File: src/rtl/irqtc_pkg.sv
package irqtc_pkg;
    typedef enum logic [1:0] {
        PS_IDLE     = 2'd0,
        PS_PEND     = 2'd1,
        PS_WAIT_EOI = 2'd2
    } pin_state_t;
endpackage

File: src/rtl/irqtc_pin_fsm.sv
module irqtc_pin_fsm
    import irqtc_pkg::*;
#(
    parameter int VEC_W  = 8,
    parameter bit IS_RTC = 1'b0
) (
    input  logic             clk,
    input  logic             rst_n,
    input  logic             level_in,
    input  logic             polarity,
    input  logic             level_mode,
    input  logic             mask,
    input  logic [VEC_W-1:0] vector,
    input  logic             eoi_valid,
    input  logic [VEC_W-1:0] eoi_vector,
    input  logic             grant,
    output logic             req,
    output logic             irr,
    output logic             rtc_flag
);
    pin_state_t st_q, st_d;
    logic       prev_active_q;
    logic       active;
    logic       rise;
    logic       eoi_hit;
    logic       rtc_block;

    assign active  = level_in ^ polarity;
    assign rise    = active & ~prev_active_q;
    assign eoi_hit = eoi_valid & (eoi_vector == vector);

    generate
        if (IS_RTC) begin : g_rtc
            logic rtc_q;
            always_ff @(posedge clk) begin
                if (!rst_n) begin
                    rtc_q <= 1'b0;
                end else if (grant && !level_mode) begin
                    rtc_q <= 1'b1;
                end else if (eoi_hit) begin
                    rtc_q <= 1'b0;
                end
            end
            assign rtc_block = rtc_q;
        end else begin : g_plain
            assign rtc_block = 1'b0;
        end
    endgenerate

    always_comb begin
        st_d = st_q;
        unique case (st_q)
            PS_IDLE: begin
                if (level_mode) begin
                    if (active && !mask) st_d = PS_PEND;
                end else if (rise && !mask && !rtc_block) begin
                    st_d = PS_PEND;
                end
            end
            PS_PEND: begin
                if (grant) begin
                    st_d = level_mode ? PS_WAIT_EOI : PS_IDLE;
                end else if (level_mode && (!active || mask)) begin
                    st_d = PS_IDLE;
                end
            end
            PS_WAIT_EOI: begin
                if (!level_mode || eoi_hit) st_d = PS_IDLE;
            end
            default: st_d = PS_IDLE;
        endcase
    end

    always_ff @(posedge clk) begin
        if (!rst_n) begin
            st_q          <= PS_IDLE;
            prev_active_q <= 1'b0;
        end else begin
            st_q          <= st_d;
            prev_active_q <= active;
        end
    end

    always_comb begin
        req      = (st_q == PS_PEND) && !mask;
        irr      = (st_q == PS_WAIT_EOI);
        rtc_flag = rtc_block;
    end
endmodule

File: src/rtl/irqtc_lowest_first.sv
module irqtc_lowest_first #(
    parameter int N_PINS = 24,
    localparam int PIN_W = (N_PINS > 1) ? $clog2(N_PINS) : 1
) (
    input  logic [N_PINS-1:0] req,
    output logic [N_PINS-1:0] grant,
    output logic [PIN_W-1:0]  grant_idx,
    output logic              grant_any
);
    always_comb begin
        grant     = '0;
        grant_idx = '0;
        grant_any = 1'b0;
        for (int i = 0; i < N_PINS; i++) begin
            if (req[i] && !grant_any) begin
                grant[i]  = 1'b1;
                grant_idx = PIN_W'(i);
                grant_any = 1'b1;
            end
        end
    end
endmodule

File: src/rtl/irqtc_launch_reg.sv
module irqtc_launch_reg #(
    parameter int N_PINS = 24,
    parameter int VEC_W  = 8,
    parameter int DEST_W = 8,
    localparam int PIN_W = (N_PINS > 1) ? $clog2(N_PINS) : 1
) (
    input  logic                     clk,
    input  logic                     rst_n,
    input  logic                     grant_any,
    input  logic [PIN_W-1:0]         grant_idx,
    input  logic [N_PINS*VEC_W-1:0]  vec_flat,
    input  logic [N_PINS*DEST_W-1:0] dest_flat,
    output logic                     dlv_valid,
    output logic [PIN_W-1:0]         dlv_pin,
    output logic [VEC_W-1:0]         dlv_vector,
    output logic [DEST_W-1:0]        dlv_dest
);
    always_ff @(posedge clk) begin
        if (!rst_n) begin
            dlv_valid  <= 1'b0;
            dlv_pin    <= '0;
            dlv_vector <= '0;
            dlv_dest   <= '0;
        end else begin
            dlv_valid <= grant_any;
            if (grant_any) begin
                dlv_pin    <= grant_idx;
                dlv_vector <= vec_flat[grant_idx*VEC_W +: VEC_W];
                dlv_dest   <= dest_flat[grant_idx*DEST_W +: DEST_W];
            end
        end
    end
endmodule

File: src/rtl/irq_trigger_core.sv
module irq_trigger_core #(
    parameter int N_PINS  = 24,
    parameter int VEC_W   = 8,
    parameter int DEST_W  = 8,
    parameter int RTC_PIN = 8,
    localparam int PIN_W  = (N_PINS > 1) ? $clog2(N_PINS) : 1
) (
    input  logic                     clk,
    input  logic                     rst_n,
    input  logic [N_PINS-1:0]        pin_level,
    input  logic [N_PINS-1:0]        cfg_polarity,
    input  logic [N_PINS-1:0]        cfg_level,
    input  logic [N_PINS-1:0]        cfg_mask,
    input  logic [N_PINS*VEC_W-1:0]  cfg_vector,
    input  logic [N_PINS*DEST_W-1:0] cfg_dest,
    input  logic                     eoi_valid,
    input  logic [VEC_W-1:0]         eoi_vector,
    output logic                     dlv_valid,
    output logic [PIN_W-1:0]         dlv_pin,
    output logic [VEC_W-1:0]         dlv_vector,
    output logic [DEST_W-1:0]        dlv_dest,
    output logic [N_PINS-1:0]        remote_irr,
    output logic                     rtc_coalesce
);
    logic [N_PINS-1:0] pin_req;
    logic [N_PINS-1:0] pick_grant;
    logic [N_PINS-1:0] rtc_flags;
    logic [PIN_W-1:0]  pick_idx;
    logic              pick_any;

    generate
        for (genvar i = 0; i < N_PINS; i++) begin : g_pin
            irqtc_pin_fsm #(
                .VEC_W  (VEC_W),
                .IS_RTC (i == RTC_PIN)
            ) u_fsm (
                .clk        (clk),
                .rst_n      (rst_n),
                .level_in   (pin_level[i]),
                .polarity   (cfg_polarity[i]),
                .level_mode (cfg_level[i]),
                .mask       (cfg_mask[i]),
                .vector     (cfg_vector[i*VEC_W +: VEC_W]),
                .eoi_valid  (eoi_valid),
                .eoi_vector (eoi_vector),
                .grant      (pick_grant[i]),
                .req        (pin_req[i]),
                .irr        (remote_irr[i]),
                .rtc_flag   (rtc_flags[i])
            );
        end
    endgenerate

    assign rtc_coalesce = |rtc_flags;

    irqtc_lowest_first #(.N_PINS(N_PINS)) u_pick (
        .req       (pin_req),
        .grant     (pick_grant),
        .grant_idx (pick_idx),
        .grant_any (pick_any)
    );

    irqtc_launch_reg #(
        .N_PINS (N_PINS),
        .VEC_W  (VEC_W),
        .DEST_W (DEST_W)
    ) u_launch (
        .clk        (clk),
        .rst_n      (rst_n),
        .grant_any  (pick_any),
        .grant_idx  (pick_idx),
        .vec_flat   (cfg_vector),
        .dest_flat  (cfg_dest),
        .dlv_valid  (dlv_valid),
        .dlv_pin    (dlv_pin),
        .dlv_vector (dlv_vector),
        .dlv_dest   (dlv_dest)
    );
endmodule

File: config.mk
export PLATFORM = sky130hd
export DESIGN_NAME = irq_trigger_core
export DESIGN_NICKNAME = d
export VERILOG_FILES = /design/src/rtl/irqtc_pkg.sv /design/src/rtl/irqtc_pin_fsm.sv /design/src/rtl/irqtc_lowest_first.sv /design/src/rtl/irqtc_launch_reg.sv /design/src/rtl/irq_trigger_core.sv
export SDC_FILE = /design/constraint.sdc
export NUM_CORES = 1
export LEC_CHECK = 0
export BUFFER_PORTS_ARGS = -buffer_cell sky130_fd_sc_hd__buf_2
export CAP_MARGIN = 20
export CORE_AREA = 2 2 208 210
export DETAILED_ROUTE_END_ITERATION = 12
export DIE_AREA = 0 0 210 212
export PLACE_DENSITY_LB_ADDON = 0.3
export SYNTH_ARGS = -nofsm -noshare
export SYNTH_HDL_FRONTEND = slang
export SYNTH_SLANG_ARGS = --single-unit
File: constraint.sdc
create_clock -name clk -period 3.5 [get_ports clk]
set_input_delay 0.175 -clock clk [delete_from_list [all_inputs] [get_ports clk]]
set_output_delay 0.175 -clock clk [all_outputs]
set_load 0.02 [all_outputs]
======== Word level (Yosys, flattened, before mapping) ========
Cells that the tools add are included.
word-level totals
  output and inout port bits .............. 47
  logic and storage cells ................. 897
  input bits .............................. 491
  flip-flop bits (word level) ............. 95
operators by class
  mux-type cells .......................... 264
  reductions and logical operators ........ 314
  shift operators ......................... 2
  equal/unequal tests ..................... 168
  bitwise gates (word level) .............. 96
operators by type and width
  cell                  count
  $shiftx A192 B9 Y8    2
  $mux W2               170
  $eq A8 B8 Y1          24
  $ne A3 B2 Y1 const B  48
  $pmux W2 S3           24
  $logic_and A1 B1 Y1   121
  $logic_not A1 Y1      96
  $reduce_and A4 Y1     24
  $ne A3 B1 Y1 const B  24
  $mux W1               50
  $and A1 B1 Y1         48
  $eq A2 B1 Y1 const B  24
  $eq A2 B2 Y1 const B  24
  $logic_not A2 Y1      24
  $logic_or A1 B1 Y1    48
  $ne A2 B2 Y1 const B  24
  $mux W5               8
  $mux W4               8
  $not A1 Y1            24
  $xor A1 B1 Y1         24
  $mux W3               4
  $reduce_bool A2 Y1    1

======== Longest topological paths before layout ========
  depth in word-level cells ............... 74
  mapped depth ............................ 14
  gate-level depth less buffers ........... 10

======== Cells and area by module ========
Synthesis repeated with hierarchy kept, for this count alone.
second synthesis, totals
  cell total of the unflattened synthesis .. 1159
  area total of the unflattened synthesis .. 10456.3 um^2
by module, submodules not included
  module                              cells each  seq. area each (um^2)  area an instance (um^2)  times used
  irqtc_pin_fsm (g_pin[0].u_fsm ...)  28          60.1                   242.7                    23
  irqtc_launch_reg                    393         440.4                  4013.8                   1
  irqtc_lowest_first                  79          0.0                    526.8                    1
  irqtc_pin_fsm (g_pin[8].u_fsm)      35          80.1                   281.5                    1
  irq_trigger_core                    8           0.0                    51.3                     1

======== Worst setup path after synthesis ========
Ideal clock, no wire load.
  kind .................................... register to register
  start point ............................. reg g_pin[7].u_fsm.st_q[0]
  end point ............................... reg u_launch.dlv_vector[7]
  setup slack ............................. 0.650 ns
  clock period less this slack ............ 2.850 ns
  arrival time ............................ 2.734 ns
  stages on the path, launching flop included .. 13
  library setup time ...................... 0.116 ns
  data required time ...................... 3.384 ns
  buffers on the path ..................... 2
  path through ............................ dfxtp_1 nor3b_1 nor4_2 and2_1 buf_4 o2111ai_4 nor4b_4 and2_1 buf_6 mux4_2 nand3_1 o211ai_1 a31o_1
on the way
  word-level cells in the longest chain between the ends .. 53
  elaborated cells on any way between the ends .. 70
  classes of those cells .................. eq/ne: 1; shift: 1; mux: 34; reduce/logical: 34
RTL lines
  what                      RTL line                  RTL
  start: declaration        irqtc_pin_fsm.sv:21       pin_state_t st_q, st_d;
  start signal: assignment  irqtc_pin_fsm.sv:79       st_q <= st_d;
  $eq A2 B1 Y1 (*)          irqtc_pin_fsm.sv:85       req = (st_q == PS_PEND) && !mask;
  $logic_and A1 B1 Y1 (*)   irqtc_pin_fsm.sv:85
  $logic_and A1 B1 Y1 (*)   irqtc_lowest_first.sv:15  if (req[i] && !grant_any) begin
  $mux W1                   irqtc_lowest_first.sv:15
  $logic_not A1 Y1          irqtc_lowest_first.sv:15
  $logic_and A1 B1 Y1       irqtc_lowest_first.sv:15
  $mux W1                   irqtc_lowest_first.sv:15
  $logic_not A1 Y1          irqtc_lowest_first.sv:15
  (+37 left out)            -
  $mux W1                   irqtc_lowest_first.sv:15
  $logic_not A1 Y1          irqtc_lowest_first.sv:15
  $logic_and A1 B1 Y1       irqtc_lowest_first.sv:15
  $mux W1                   irqtc_lowest_first.sv:15
  $logic_not A1 Y1          irqtc_lowest_first.sv:15
  $logic_and A1 B1 Y1       irqtc_lowest_first.sv:15
  $mux W5                   irqtc_lowest_first.sv:15
  $shiftx A192 B9 Y8        irqtc_launch_reg.sv:28    dlv_vector <= vec_flat[grant_idx*VEC_W +: VEC_W];
  end signal: assignment    irqtc_launch_reg.sv:28
  end: declaration          irqtc_launch_reg.sv:15    output logic [VEC_W-1:0] dlv_vector,
Mark *: on every way between the ends. The rest lies on a longest branch, timed or not.
A chain may end at the register's enable or synchronous reset.

======== Final worst setup path ========
  start point ............................. reg g_pin[5].u_fsm.st_q[0]
  end point ............................... reg u_launch.dlv_dest[0]
on the way
  word-level cells in the longest chain between the ends .. 59
  elaborated cells on any way between the ends .. 78
  classes of those cells .................. eq/ne: 1; shift: 1; mux: 38; reduce/logical: 38
RTL lines
  what                      RTL line                  RTL
  start: declaration        irqtc_pin_fsm.sv:21
  start signal: assignment  irqtc_pin_fsm.sv:79
  $eq A2 B1 Y1 (*)          irqtc_pin_fsm.sv:85
  $logic_and A1 B1 Y1 (*)   irqtc_pin_fsm.sv:85
  $logic_and A1 B1 Y1 (*)   irqtc_lowest_first.sv:15
  $mux W1                   irqtc_lowest_first.sv:15
  $logic_not A1 Y1          irqtc_lowest_first.sv:15
  $logic_and A1 B1 Y1       irqtc_lowest_first.sv:15
  $mux W1                   irqtc_lowest_first.sv:15
  $logic_not A1 Y1          irqtc_lowest_first.sv:15
  (+43 left out)            -
  $mux W1                   irqtc_lowest_first.sv:15
  $logic_not A1 Y1          irqtc_lowest_first.sv:15
  $logic_and A1 B1 Y1       irqtc_lowest_first.sv:15
  $mux W1                   irqtc_lowest_first.sv:15
  $logic_not A1 Y1          irqtc_lowest_first.sv:15
  $logic_and A1 B1 Y1       irqtc_lowest_first.sv:15
  $mux W5                   irqtc_lowest_first.sv:15
  $shiftx A192 B9 Y8        irqtc_launch_reg.sv:29    dlv_dest <= dest_flat[grant_idx*DEST_W +: DEST_W];
  end signal: assignment    irqtc_launch_reg.sv:29
  end: declaration          irqtc_launch_reg.sv:16    output logic [DEST_W-1:0] dlv_dest
Marked as above.

==> out/results.txt <==
CP Class = flop to flop
Die Y = 212 µm
clock period minus worst slack = 3.38 ns
Syn Std Cell Area = 0.0102 mm²
flops & latches, synth = 95
Final Setup Violations = 0
clk buf depth = 2
first-pass GRT wire length = 82700 µm
Avg Inst Size Synth = 7.15 µm²
Root Driver = clkbuf_16
I/O Pins = 538
Skew-Pair Late Insertion Delay = 0.39 ns
CTS Hold Bufs = 0
Via Count = 12.8k
worst path required time = 3.82 ns
DP HPWL = 49100 µm
number of port buffers = 537
DRT antenna net count = 0
VDD IR max = 0.000228 V
Num CTS Buffers = 9
fmax = 296 MHz
DR WL/cell = 23.7 µm
nets@finish = 2424
Hold Fails Final Rpt = 0
Cell Rows = 76
Crit. End Element = flop
Syn Nets = 1915
vias in the first global route = 12.9k
DRT iter0 DRCs = 711
drt total wl = 59400 µm
Worst Path Max Fanout = 18
GRT Util Overall = 25.4%
CTS tree = built
grt total ovfl = 0
Layout area overhead = 39.6%
EDFF count, synth = 0
sequential cell area fraction in the yosys report = 18.7%
initial antenna violation count = 38
crit share post-route = 96.5%
most frequent cell on the critical path = buf_4
Final GP Congestion = 0.942
Max Slew Vio Count = 0
clock tree sinks = 95
Int Pwr = 3.20 mW
DR DRC count = 0
ys async rst share = 0%
Worst-path clk slew = 0.09 ns
Main synth FF type = dfxtp_1
worst stage delay on the critical path = 0.46 ns
Worst Clk Skew = 0.0160 ns
largest net degree at the start of global routing = 64
HP Class = primary input to flop
Gate power share = 59.3%
clock power share = 18.3%
Starting Density = 24.0%
placed cell area = 0.0137 mm²
hold_ws = 0.0441 ns
Seq pwr share = 22.4%
status = finished, final reports clean
crit path max-delay cell type = nor4_2
pwr dens = 421 mW/mm²
Sw Pwr = 2.79 mW
CP cell instances = nor3b_2, nor4_2, buf_4, buf_4, nand2_2, nor4_2, nor4b_4, buf_4, nand2_4, buf_12, buf_4, nand2_1, nand3_1, nand4_1, a21oi_1
Via density = 5.10
CTS HTree Levels = 3
Worst Tran Pin Value = 0.845 ns
RSZ-0062 raised after global routing = yes
layout cells sized above 1 = 35.4%
max cap viols = 0
sw frac = 46.6%
Synth warnings = 0
Buf+Inv Stages, Crit Path = 5
Startpoint Class = flop
core area = 0.0425 mm²
die area = 0.0445 mm²
Rel. slew slack = 43.2%
Die Span X = 210 µm
1st-pass router iterations = 5
CP delay by family, top = simple AND/OR/NAND/NOR gates
Critical Path AT = 3.70 ns
Mapped Cells = 1424
synth unique cells = 66
Final Instance Area = 0.0142 mm²
Leak = 6.48 nW
## flip-flops by register name, indices dropped and copies added (netlist names)
register and cells:
g_pin.u_fsm.prev_active_q 24, g_pin.u_fsm.rtc_flag 1, g_pin.u_fsm.st_q 48, u_launch.dlv_dest 8, u_launch.dlv_pin 5, u_launch.dlv_valid 1, u_launch.dlv_vector 8
## final timing paths
check | startpoint | end | slack [ns] | cells past startpoint
max | g_pin[5].u_fsm.st_q[0] | u_launch.dlv_dest[0] | 0.12 | 15
min | cfg_level[11] | g_pin[11].u_fsm.st_q[1] | 0.04 | 3
max reg2reg | g_pin[5].u_fsm.st_q[0] | u_launch.dlv_dest[0] | 0.12 | 15
min reg2reg | g_pin[20].u_fsm.st_q[1] | g_pin[20].u_fsm.st_q[0] | 0.44 | 1
## cell usage in the layout (no fill, tap or decap), types with 49 or more instances in the layout
cell type / count
nor2b_1: 54
buf_2: 537
mux2i_1: 69
xor2_1: 136
nand2_1: 259
buf_4: 74
dfxtp_1: 94
nand3_1: 117
xnor2_1: 80
nor2_1: 49
a21oi_1: 51
## kinds of logic after synthesis
kind of cell / share of synthesized area (%)
simple gates: 32.8
flops: 18.7
mux: 7.11
compound gates: 16.0
buf+inv: 6.78
xor+xnor: 18.6
## Yosys cell counts (16+ instances only)
cell type  instances  area share [%]
a211oi_1          47             3.5
a21oi_1           52             2.6
a31oi_1           19             1.2
buf_2             30             1.5
buf_4             28             2.1
clkbuf_1          56             2.1
dfxtp_1           95              19
inv_1             21            0.77
mux2i_1           69             6.8
nand2_1          260             9.6
nand3_1          117             5.8
nand4_1           39             2.4
nor2_1            51             1.9
nor2b_1           56             3.4
nor3_1            23             1.1
nor4_1            28             1.7
o211ai_1          16             1.2
o21ai_0           35             1.7
xnor2_1           80             6.9
xor2_1           136              12
## layout make-up
cell class,count,area [µm²]
clock inverter,6,66.3
antenna,20,50.0
tap,546,683
inverter,21,78.8
multi-input combinational,1185,7740
fill,4640,28300
clock buffer,10,239
timing repair buffer,621,3460
sequential,95,1900
## tightest hold or removal path: cells and delay by family
| family | cells | cell delay (ns) |
|---|---|---|
| buffers and inverters | 1 | 0.11 |
| AND/OR/NAND/NOR | 1 | 0.06 |
| AO/OA/AOI/OAI | 1 | 0.04 |
## metrics by stage
stage | setup slack (ns) | setup TNS, ns | instances | power [mW] | util (%)
final | 0.122 | 0 | 2504 | 5.99 | 33.5
after global routing | -0.0317 | -0.0317 | 2496 | 6.31 | 33.4
after CTS | 0.00136 | 0 | 2479 | 5.91 | 33.0
after detailed placement | -0.258 | -1.37 | 2460 | 4.77 | 32.1
after global placement | -0.251 | -1.30 | 2460 | 4.79 | 32.1
after floorplan | 0.650 | 0 | 1424 | 3.26 | -
## power groups by stage
stage                     sequential (mW)  combinational (mW)  clock [mW]
after CTS                            1.35                3.44        1.12
after global routing                 1.36                3.79        1.16
after floorplan                      1.46                1.80           0
after global placement               1.37                3.42           0
final                                1.34                3.55        1.09
after detailed placement             1.37                3.40           0
## routing by layer
layer	GRT usage, %	wire length [µm]	part of all wire, %	vias up
met5	0	80	0.13	-
met4	11.1	2360	4.0	14
met3	3.69	2940	4.9	131
met2	47.8	30600	52	568
met1	28.4	23400	39	5979
li1	-	-	-	6075
## repair_timing
action                                 CTS  global route
endpoints found under the hold margin    0             0
setup endpoints to repair               12            13
cloned                                   0             2
setup buffers                            3             3
pin swaps                                2             6
resized for setup                        9            14
Note: power is estimated with default switching activity, not from simulation.
